## src/rtl/cbm_pkg.sv

```systemverilog
package cbm_pkg;

  typedef enum logic [1:0] {
    MODE_WIDE   = 2'b00,
    MODE_NARROW = 2'b01,
    MODE_TWIN   = 2'b10,
    MODE_ALIAS  = 2'b11
  } cbm_mode_e;

  // One radix-4 digit: sign, and magnitude one or two (neither means zero).
  typedef struct packed {
    logic neg;
    logic one;
    logic two;
  } bdig_t;

  function automatic bdig_t booth_dec(input logic [2:0] g);
    bdig_t d;
    d = '0;
    case (g)
      3'b001, 3'b010: d.one = 1'b1;
      3'b011:         d.two = 1'b1;
      3'b100:         begin d.neg = 1'b1; d.two = 1'b1; end
      3'b101, 3'b110: begin d.neg = 1'b1; d.one = 1'b1; end
      default:        d = '0;
    endcase
    return d;
  endfunction

endpackage

```

## src/rtl/cbm_range_guard.sv

```systemverilog
// Flags an operand whose upper part is only a copy of bit HALF-1.
module cbm_range_guard #(
  parameter int W = 16
) (
  input  logic [W-1:0] val,
  output logic         is_small
);
  localparam int HALF = W / 2;

  logic [W-HALF:0] top;

  assign top      = val[W-1:HALF-1];
  assign is_small = (&top) | ~(|top);
endmodule

```

## src/rtl/cbm_booth_row.sv

```systemverilog
// One Booth partial-product row, sign-extended to PW bits and not yet shifted.
module cbm_booth_row
  import cbm_pkg::*;
#(
  parameter int W  = 16,
  parameter int PW = 32
) (
  input  logic [2:0]    grp,
  input  logic [W:0]    mcand,
  input  logic          en,
  output logic [PW-1:0] pp
);
  bdig_t         dig;
  logic [W+1:0]  mag;
  logic [PW-1:0] ext;

  always_comb begin
    dig = booth_dec(grp);
    if (dig.two)      mag = {mcand, 1'b0};
    else if (dig.one) mag = {mcand[W], mcand};
    else              mag = '0;
    ext = {{(PW-W-2){mag[W+1]}}, mag};
    if (!en)          pp = '0;
    else if (dig.neg) pp = ~ext + PW'(1);
    else              pp = ext;
  end
endmodule

```

## src/rtl/cbm_mult.sv

```systemverilog
module cbm_mult
  import cbm_pkg::*;
#(
  parameter int W = 16
) (
  input  logic           clk,
  input  logic           rst,
  input  logic           in_valid,
  input  logic [1:0]     mode,
  input  logic           trunc_en,
  input  logic [W-1:0]   op_a,
  input  logic [W-1:0]   op_b,
  output logic           out_valid,
  output logic [2*W-1:0] product
);
  localparam int HALF  = W / 2;
  localparam int ROWS  = W / 2;
  localparam int LROWS = ROWS / 2;
  localparam int PW    = 2 * W;
  localparam logic [PW-1:0] RND_BIAS = PW'(1) << (HALF - 1);
  localparam logic [PW-1:0] LOW_MASK = (PW'(1) << HALF) - PW'(1);

  cbm_mode_e md;
  logic      wide, narrow, twin;
  logic      a_small, b_small;
  logic      hi_rows_on;
  logic [W:0] mc_wide, mc_lo, mc_hi, lane_lo_a, lane_hi_a;
  logic [W:0] b_ext;
  logic [PW-1:0] row_pp [ROWS];
  logic [PW-1:0] row_sh [ROWS];
  logic [PW-1:0] sum_lo, sum_hi, exact_wide, rounded, next_prod;

  assign md     = cbm_mode_e'(mode);
  assign wide   = (md == MODE_WIDE) || (md == MODE_ALIAS);
  assign narrow = (md == MODE_NARROW);
  assign twin   = (md == MODE_TWIN);

  cbm_range_guard #(.W(W)) u_guard_a (.val(op_a), .is_small(a_small));
  cbm_range_guard #(.W(W)) u_guard_b (.val(op_b), .is_small(b_small));

  // Upper rows run in twin mode, and in wide mode unless the multiplier is small.
  assign hi_rows_on = twin | (wide & ~b_small);

  assign lane_lo_a = {{(HALF+1){op_a[HALF-1]}}, op_a[HALF-1:0]};
  assign lane_hi_a = {{(HALF+1){op_a[W-1]}}, op_a[W-1:HALF]};
  assign mc_wide   = a_small ? lane_lo_a : {op_a[W-1], op_a};
  assign mc_lo     = wide ? mc_wide : lane_lo_a;
  assign mc_hi     = twin ? lane_hi_a : (wide ? mc_wide : '0);
  assign b_ext     = {op_b, 1'b0};

  for (genvar i = 0; i < ROWS; i++) begin : g_row
    logic [2:0] grp;
    logic       en;
    if (i < LROWS) begin : g_low
      assign grp = b_ext[2*i+2:2*i];
      assign en  = 1'b1;
      cbm_booth_row #(.W(W), .PW(PW)) u_row (
        .grp(grp), .mcand(mc_lo), .en(en), .pp(row_pp[i]));
      assign row_sh[i] = row_pp[i] << (2*i);
    end else begin : g_high
      if (i == LROWS) begin : g_edge
        // the high lane restarts Booth recoding with an implied zero below it
        assign grp = twin ? {op_b[HALF+1], op_b[HALF], 1'b0} : b_ext[2*i+2:2*i];
      end else begin : g_mid
        assign grp = b_ext[2*i+2:2*i];
      end
      assign en = hi_rows_on;
      cbm_booth_row #(.W(W), .PW(PW)) u_row (
        .grp(grp), .mcand(mc_hi), .en(en), .pp(row_pp[i]));
      assign row_sh[i] = twin ? (row_pp[i] << (2*(i-LROWS))) : (row_pp[i] << (2*i));
    end
  end

  always_comb begin
    sum_lo = '0;
    sum_hi = '0;
    for (int i = 0; i < LROWS; i++)    sum_lo = sum_lo + row_sh[i];
    for (int i = LROWS; i < ROWS; i++) sum_hi = sum_hi + row_sh[i];
    exact_wide = sum_lo + sum_hi;
    rounded    = (exact_wide + RND_BIAS) & ~LOW_MASK;
    if (twin)        next_prod = {sum_hi[W-1:0], sum_lo[W-1:0]};
    else if (narrow) next_prod = sum_lo;
    else             next_prod = trunc_en ? rounded : exact_wide;
  end

  always_ff @(posedge clk) begin
    if (rst) begin
      out_valid <= 1'b0;
      product   <= '0;
    end else begin
      out_valid <= in_valid;
      if (in_valid) product <= next_prod;
    end
  end

  // valid follows the accepted input by exactly one cycle
  a_r8_valid_follows: assert property (@(posedge clk) disable iff (rst)
    in_valid |=> out_valid);
  a_r8_no_spurious: assert property (@(posedge clk) disable iff (rst)
    !in_valid |=> !out_valid);
  // product holds when nothing is accepted
  a_r9_hold: assert property (@(posedge clk) disable iff (rst)
    !in_valid |=> $stable(product));
  // reset clears the output register
  a_r10_reset_clear: assert property (@(posedge clk)
    rst |=> (!out_valid && product == '0));
  // truncated results have a clear low byte
  a_r5_trunc_low_zero: assert property (@(posedge clk) disable iff (rst)
    (in_valid && wide && trunc_en) |=> (product[HALF-1:0] == '0));
  // single narrow result is a sign extension of a 16-bit value
  a_r2_narrow_sext: assert property (@(posedge clk) disable iff (rst)
    (in_valid && narrow) |=> ((&product[PW-1:W-1]) || !(|product[PW-1:W-1])));
  // a guarded multiplier leaves the upper rows silent
  a_r7_guard_rows_idle: assert property (@(posedge clk) disable iff (rst)
    (wide && b_small) |-> (sum_hi == '0));
endmodule

```

## config.mk

```make
export PLATFORM = sky130hd
export DESIGN_NAME = cbm_mult
export DESIGN_NICKNAME = d
export VERILOG_FILES = /design/src/rtl/cbm_pkg.sv /design/src/rtl/cbm_range_guard.sv /design/src/rtl/cbm_booth_row.sv /design/src/rtl/cbm_mult.sv
export SDC_FILE = /design/constraint.sdc
export NUM_CORES = 1
export LEC_CHECK = 0
export BUFFER_PORTS_ARGS = -buffer_cell sky130_fd_sc_hd__buf_2
export CAP_MARGIN = 20
export CORE_MARGIN = 2
export CORE_UTILIZATION = 45
export CTS_CLUSTER_SIZE = 30
export DETAILED_ROUTE_END_ITERATION = 10
export SYNTH_ARGS = -nofsm -noshare
export SYNTH_HDL_FRONTEND = slang
export SYNTH_SLANG_ARGS = --single-unit
export TNS_END_PERCENT = 10
```

## constraint.sdc

```tcl
create_clock -name clk -period 22.2 [get_ports clk]
set_input_delay 4.44 -clock clk [delete_from_list [all_inputs] [get_ports clk]]
set_output_delay 4.44 -clock clk [all_outputs]
set_load 0.02 [all_outputs]
```

==> flow_summary.toml, run 1 <==
[setup_path]
crit_type = "in2reg"
cpPeakStageDelay_ps = 770
reg2reg_depth = 4
crit_path_top_delay_cell = "ha_2"
cp_data_arrival_time_ps = 15090
r2r_end = "product[31]"
end_kind = "register"
start_kind = "input pin"
r2r_slack_ps = 21280
crit_path_end = "product[31]"
crit_start = "mode[0]"
crit_fanout = 34
critPathRequiredTime_ps = 22350
worstReg2RegStart = "product[31]"

[logic_synthesis]
ys_ff_latch = 33
ys.flop_type = "dfxtp_1"
yosysMostFrequentCell = "nand2_1"
netlist_area_um2 = 17860
yosys_warnings = 0
yosys.area.top_type = "fa_1"
synth.top_cell.area_share_pct = 11.99
ys_async_sr_fraction_pct = 0
avgSynthCellArea_um2 = 6.821
yosys-top-cells-area = "fa_1, xnor2_1, ha_1"
ys_seq_area_share_pct = 3.698
syn_inst = 2619
synth_commonest_cells = "nand2_1, nor2_1, a21oi_1"
syn_nets = 2878
synthDistinctLibCells = 99
synth_edf_count = 0

[clocking]
clock_sinks = 33
numCtsBuffers = 5
cts-root-buf = "clkbuf_16"
cts_tree = "built"
cts_buffer_depth = 2
clock_latency_ps = 270
cts_setup_buffers = 0
cts_resized = 0
clk_pin_slew_worst_paths_ps = 50
postCtsHoldBufs = 0
cts-htree-levels = 2

[routing]
drtPass1Iterations = 6
wire_per_inst_um = 23.75
vias_per_cell = 6.442
first_iter_violations = 2404
vias = 19890
drc = 0
final_antenna_net_count = 0
wl_mm = 73.34

[grt]
grt_util_all_layers_pct = 34.62
grt_pass1_vias = 18340
grt_overflow_total = 0
grt_pass1_wl_mm = 111.3
grt_start_max_net_pins = 61
antenna_found_initial = 0

[placed_design]
hpwl_mm = 57.80
portBuffers = 70
place_inst = 3081
gp_congestion = 1.036

[final_layout]
layout-drive-gt1-share_pct = 7.121
final_cell_count_no_fill = 3088
nets = 2830
area_growth_pct = 4.468
antenna_cells = 0

[sta]
finalClockSkew_ps = 0
timing.final.crit_share_pct = 67.29
worst_pin_slew_ps = 1079
fin_setup_tns_ps = 0
rsz0062_at_grt = "no"
whs_ps = 456.6
maxSlewHeadroom_pct = 28.07
hold_violations = 0
fmax_ghz = 0.06694
setup_viol = 0
period_needed_ps = 14940
drv_slew = 0

[floorplanning]
die_height_um = 203.2
dieArea_um2 = 41310
start_util_pct = 45.90
ios = 71
die_width_um = 203.2
core-area_um2 = 38920
rows = 72

[status]
outcome = "completed"

[worst_hold_path]
min_path_type = "reg2reg"

[job]
cap_violations = 0
## flip-flops by register name, summed over array words and instances, names as in the netlist
name,flops
product,32
out_valid,1
## per-stage QoR
| step | util, % | area (µm²) | setup WS [ps] |
|---|---|---|---|
| detailed placement | 47.60 | 18530 | 7205 |
| floorplan | - | 17860 | 8641 |
| finish | 47.95 | 18660 | 7261 |
| CTS | 47.94 | 18660 | 7477 |
| global route | 47.95 | 18660 | 6451 |
| global placement | 47.60 | 18530 | 7319 |
## cell usage in the layout, fill, tap and decap left out, types with 10 or more instances in the layout
cell,n
o22ai_1,56
buf_2,71
nand2_1,331
a21o_1,59
ha_1,113
a22o_1,11
or3_1,13
nor2b_1,14
o2111ai_1,11
nand3_1,54
and3_1,15
dfxtp_1,33
inv_1,191
a22oi_1,41
o221ai_1,20
a31oi_1,27
nor2_1,228
o21a_1,25
or2_2,10
a21boi_0,15
o211ai_1,25
mux2i_1,21
nor3_1,56
nor4_1,16
xnor2_1,166
buf_4,44
a211oi_1,28
nand3b_1,10
a21oi_1,206
fa_1,107
xor2_1,65
nand2b_1,25
a222oi_1,12
o21bai_1,16
o21ai_0,190
a221oi_1,32
a31o_2,10
and2_1,22
o31ai_1,11
## layer usage
metal	vias to the layer above	part of all wire, %	routed length, µm	global-route usage, %
li1	9282	-	-	-
met2	1097	43	31190	53.58
met1	9357	44	32150	48.47
met3	157	9.6	7049	5.609
met4	0	4.0	2954	12.41
met5	-	0	0	0
## layout make-up
class,count,area (µm²)
well taps,518,648.1
multi-input cells,2222,15810
inverters,194,728.2
repair buffers,115,685.7
flip-flops and latches,33,660.6
clock inverters,1,5.005
clock buffers,5,125.1
fillers,4030,20260
## how the worst min path moves through the flow
stage | to | startpoint | slack [ps] | cells past startpoint
after global placement | product[19] | product[19] | 450 | 2
final | product[16] | product[16] | 460 | 2
after CTS | product[16] | product[16] | 460 | 2
after detailed placement | product[16] | product[16] | 450 | 2
after global routing | product[19] | product[19] | 470 | 2
after floorplan | product[19] | product[19] | 540 | 2
## cells by family (layout without fill, tap and decap cells)
group / Yosys count / count (layout) / synth area share [%]
flip-flops: 33 / 33 / 3.698
XOR/XNOR: 234 / 234 / 11.67
AO/OA/AOI/OAI: 895 / 895 / 33.32
adder cells (fa/ha/maj): 221 / 221 / 19.98
AND/OR/NAND/NOR: 841 / 841 / 21.60
buffers and inverters: 364 / 315 / 7.880
multiplexers: 31 / 31 / 1.856
## critical path: cells and delay by family
family | cells | cell delay (ps)
adders and majority gates | 7 | 2910
AOI/OAI and AO/OA | 14 | 3470
buffers and inverters | 5 | 540
muxes | 1 | 410
xor gates and xnor gates | 4 | 1090
and+or+nand+nor | 10 | 2210
Power of run 1 is left out: the tool's default activity adds up to more than one toggle a clock period on the data nets, which glitch-free logic cannot reach.
==> inputs of run 2 (changes only) <==
clock period = 13.3 ns   (was 22.2 ns; I/O delays follow)
==> run 2 against run 1 <==
  * Register-to-register slack lost 8800 ps
  * Via count grew 1.5%
  * Sequential share of layout area shrank 0.074 points
  * Core utilization grew 1.0 points
  * Critical endpoint unchanged
==> flow_summary.toml, run 2 (same netlist as run 1, synthesis figures left out) <==
[clocking]
cts_tree = "built"
numCtsBuffers = 5
clock_latency_ps = 280
cts-htree-levels = 2
clk_pin_slew_worst_paths_ps = 60
postCtsHoldBufs = 0
cts-root-buf = "clkbuf_16"
cts_buffer_depth = 2
clock_sinks = 33

[setup_path]
cpPeakStageDelay_ps = 640
start_kind = "input pin"
crit_buf_inv = 4
cp_common_cell = "a21oi_1"
crit_fanout = 9
critical_path.top_delay_family = "compound AO/OA/AOI/OAI gates"
critPathRequiredTime_ps = 13460
crit_type = "in2reg"
cp_data_arrival_time_ps = 12770
end_kind = "register"
crit_path_top_delay_cell = "o311ai_0"

[routing]
wire_per_inst_um = 24.35
drc = 0
drtPass1Iterations = 6
met3_length_mm = 6.813
first_iter_violations = 2569
wl_mm = 76.32
final_antenna_net_count = 0
drt-met1-wl_mm = 34.06
highest_layer = "met4"
vias = 20200
wl_met2_mm = 32.78
vias_per_cell = 6.446

[final_layout]
top_register = "product"
reg_top3 = "product: 32 flops, out_valid: 1 flops"
layout-drive-gt1-share_pct = 8.754
final_common_cell = "nand2_1"
nets = 2874
largest_reg_flops = 32
area_growth_pct = 6.710
layout_common_cells = "nand2_1, nor2_1, a21oi_1, inv_1, o21ai_0"
antenna_cells = 0

[sta]
setup_viol = 0
worst_pin_slew_ps = 1022
timing.final.crit_share_pct = 94.80
finalClockSkew_ps = 0
hold_violations = 0
maxSlewHeadroom_pct = 31.41
drv_slew = 0
fin_setup_tns_ps = 0
rsz0062_at_grt = "no"
period_needed_ps = 12610
fmax_ghz = 0.07931

[grt]
grt_pass1_wl_mm = 114.8
grt_pass1_vias = 18730
antenna_found_initial = 0
grt_util_all_layers_pct = 35.93
grt_start_max_net_pins = 67
grt_overflow_total = 0

[floorplanning]
die_width_um = 203.2
dieArea_um2 = 41310
start_util_pct = 45.90
core-area_um2 = 38920
ios = 71
die_height_um = 203.2
rows = 72

[placed_design]
portBuffers = 70
gp_congestion = 1.054
hpwl_mm = 60.60

[status]
outcome = "completed"

[worst_hold_path]
min_path_type = "reg2reg"

[job]
cap_violations = 0
-- run 2: per-stage QoR --
step	hold WS (ps)	utilization [%]	setup slack [ps]	instance area [µm²]	instances
detailed placement	453.5	48.44	416.5	18850	3125
global placement	447.9	48.44	738.5	18850	3125
CTS	460.5	48.89	677.3	19030	3133
floorplan	540.7	-	1521	17860	2619
global route	486.4	48.98	6.557	19060	3134
finish	458.0	48.98	691.5	19060	3134
-- run 2: worst paths after layout --
kind / start / depth (start not counted) / end / slack, ps
max: mode[0] / 41 / product[31] / 690
max reg2reg: product[18] / 2 / product[18] / 12460
min reg2reg: product[19] / 2 / product[19] / 460
min: product[19] / 2 / product[19] / 460
-- run 2: timing repair --
item / 4_1_cts / 5_1_grt
setup buffers: 0 / 0
endpoints found under the setup margin: 0 / 8
gates resized for setup: 0 / 4
-- run 2: final cells by class --
class                   instances  area (µm²)
fillers                      4070       19860
well taps                     518       648.1
flip-flops and latches         33       660.6
multi-input cells            2222       15830
inverters                     194       728.2
clock buffers                   7       142.6
clock inverters                 1       30.03
repair buffers                159        1026
-- run 2: metal layers --
metal  up-vias  global-route usage (%)
li1       9376                       -
met1      9637                   50.93
met2      1056                   56.03
met3       132                   4.922
met4         0                   11.84
met5         -                       0
-- run 2: worst reg2reg max path, cell delays in order (launching register included) --
cell and delay [ps]:
dfxtp_1 320, o22ai_1 90, a311oi_1 320
Power of run 2 is left out for the same reason.
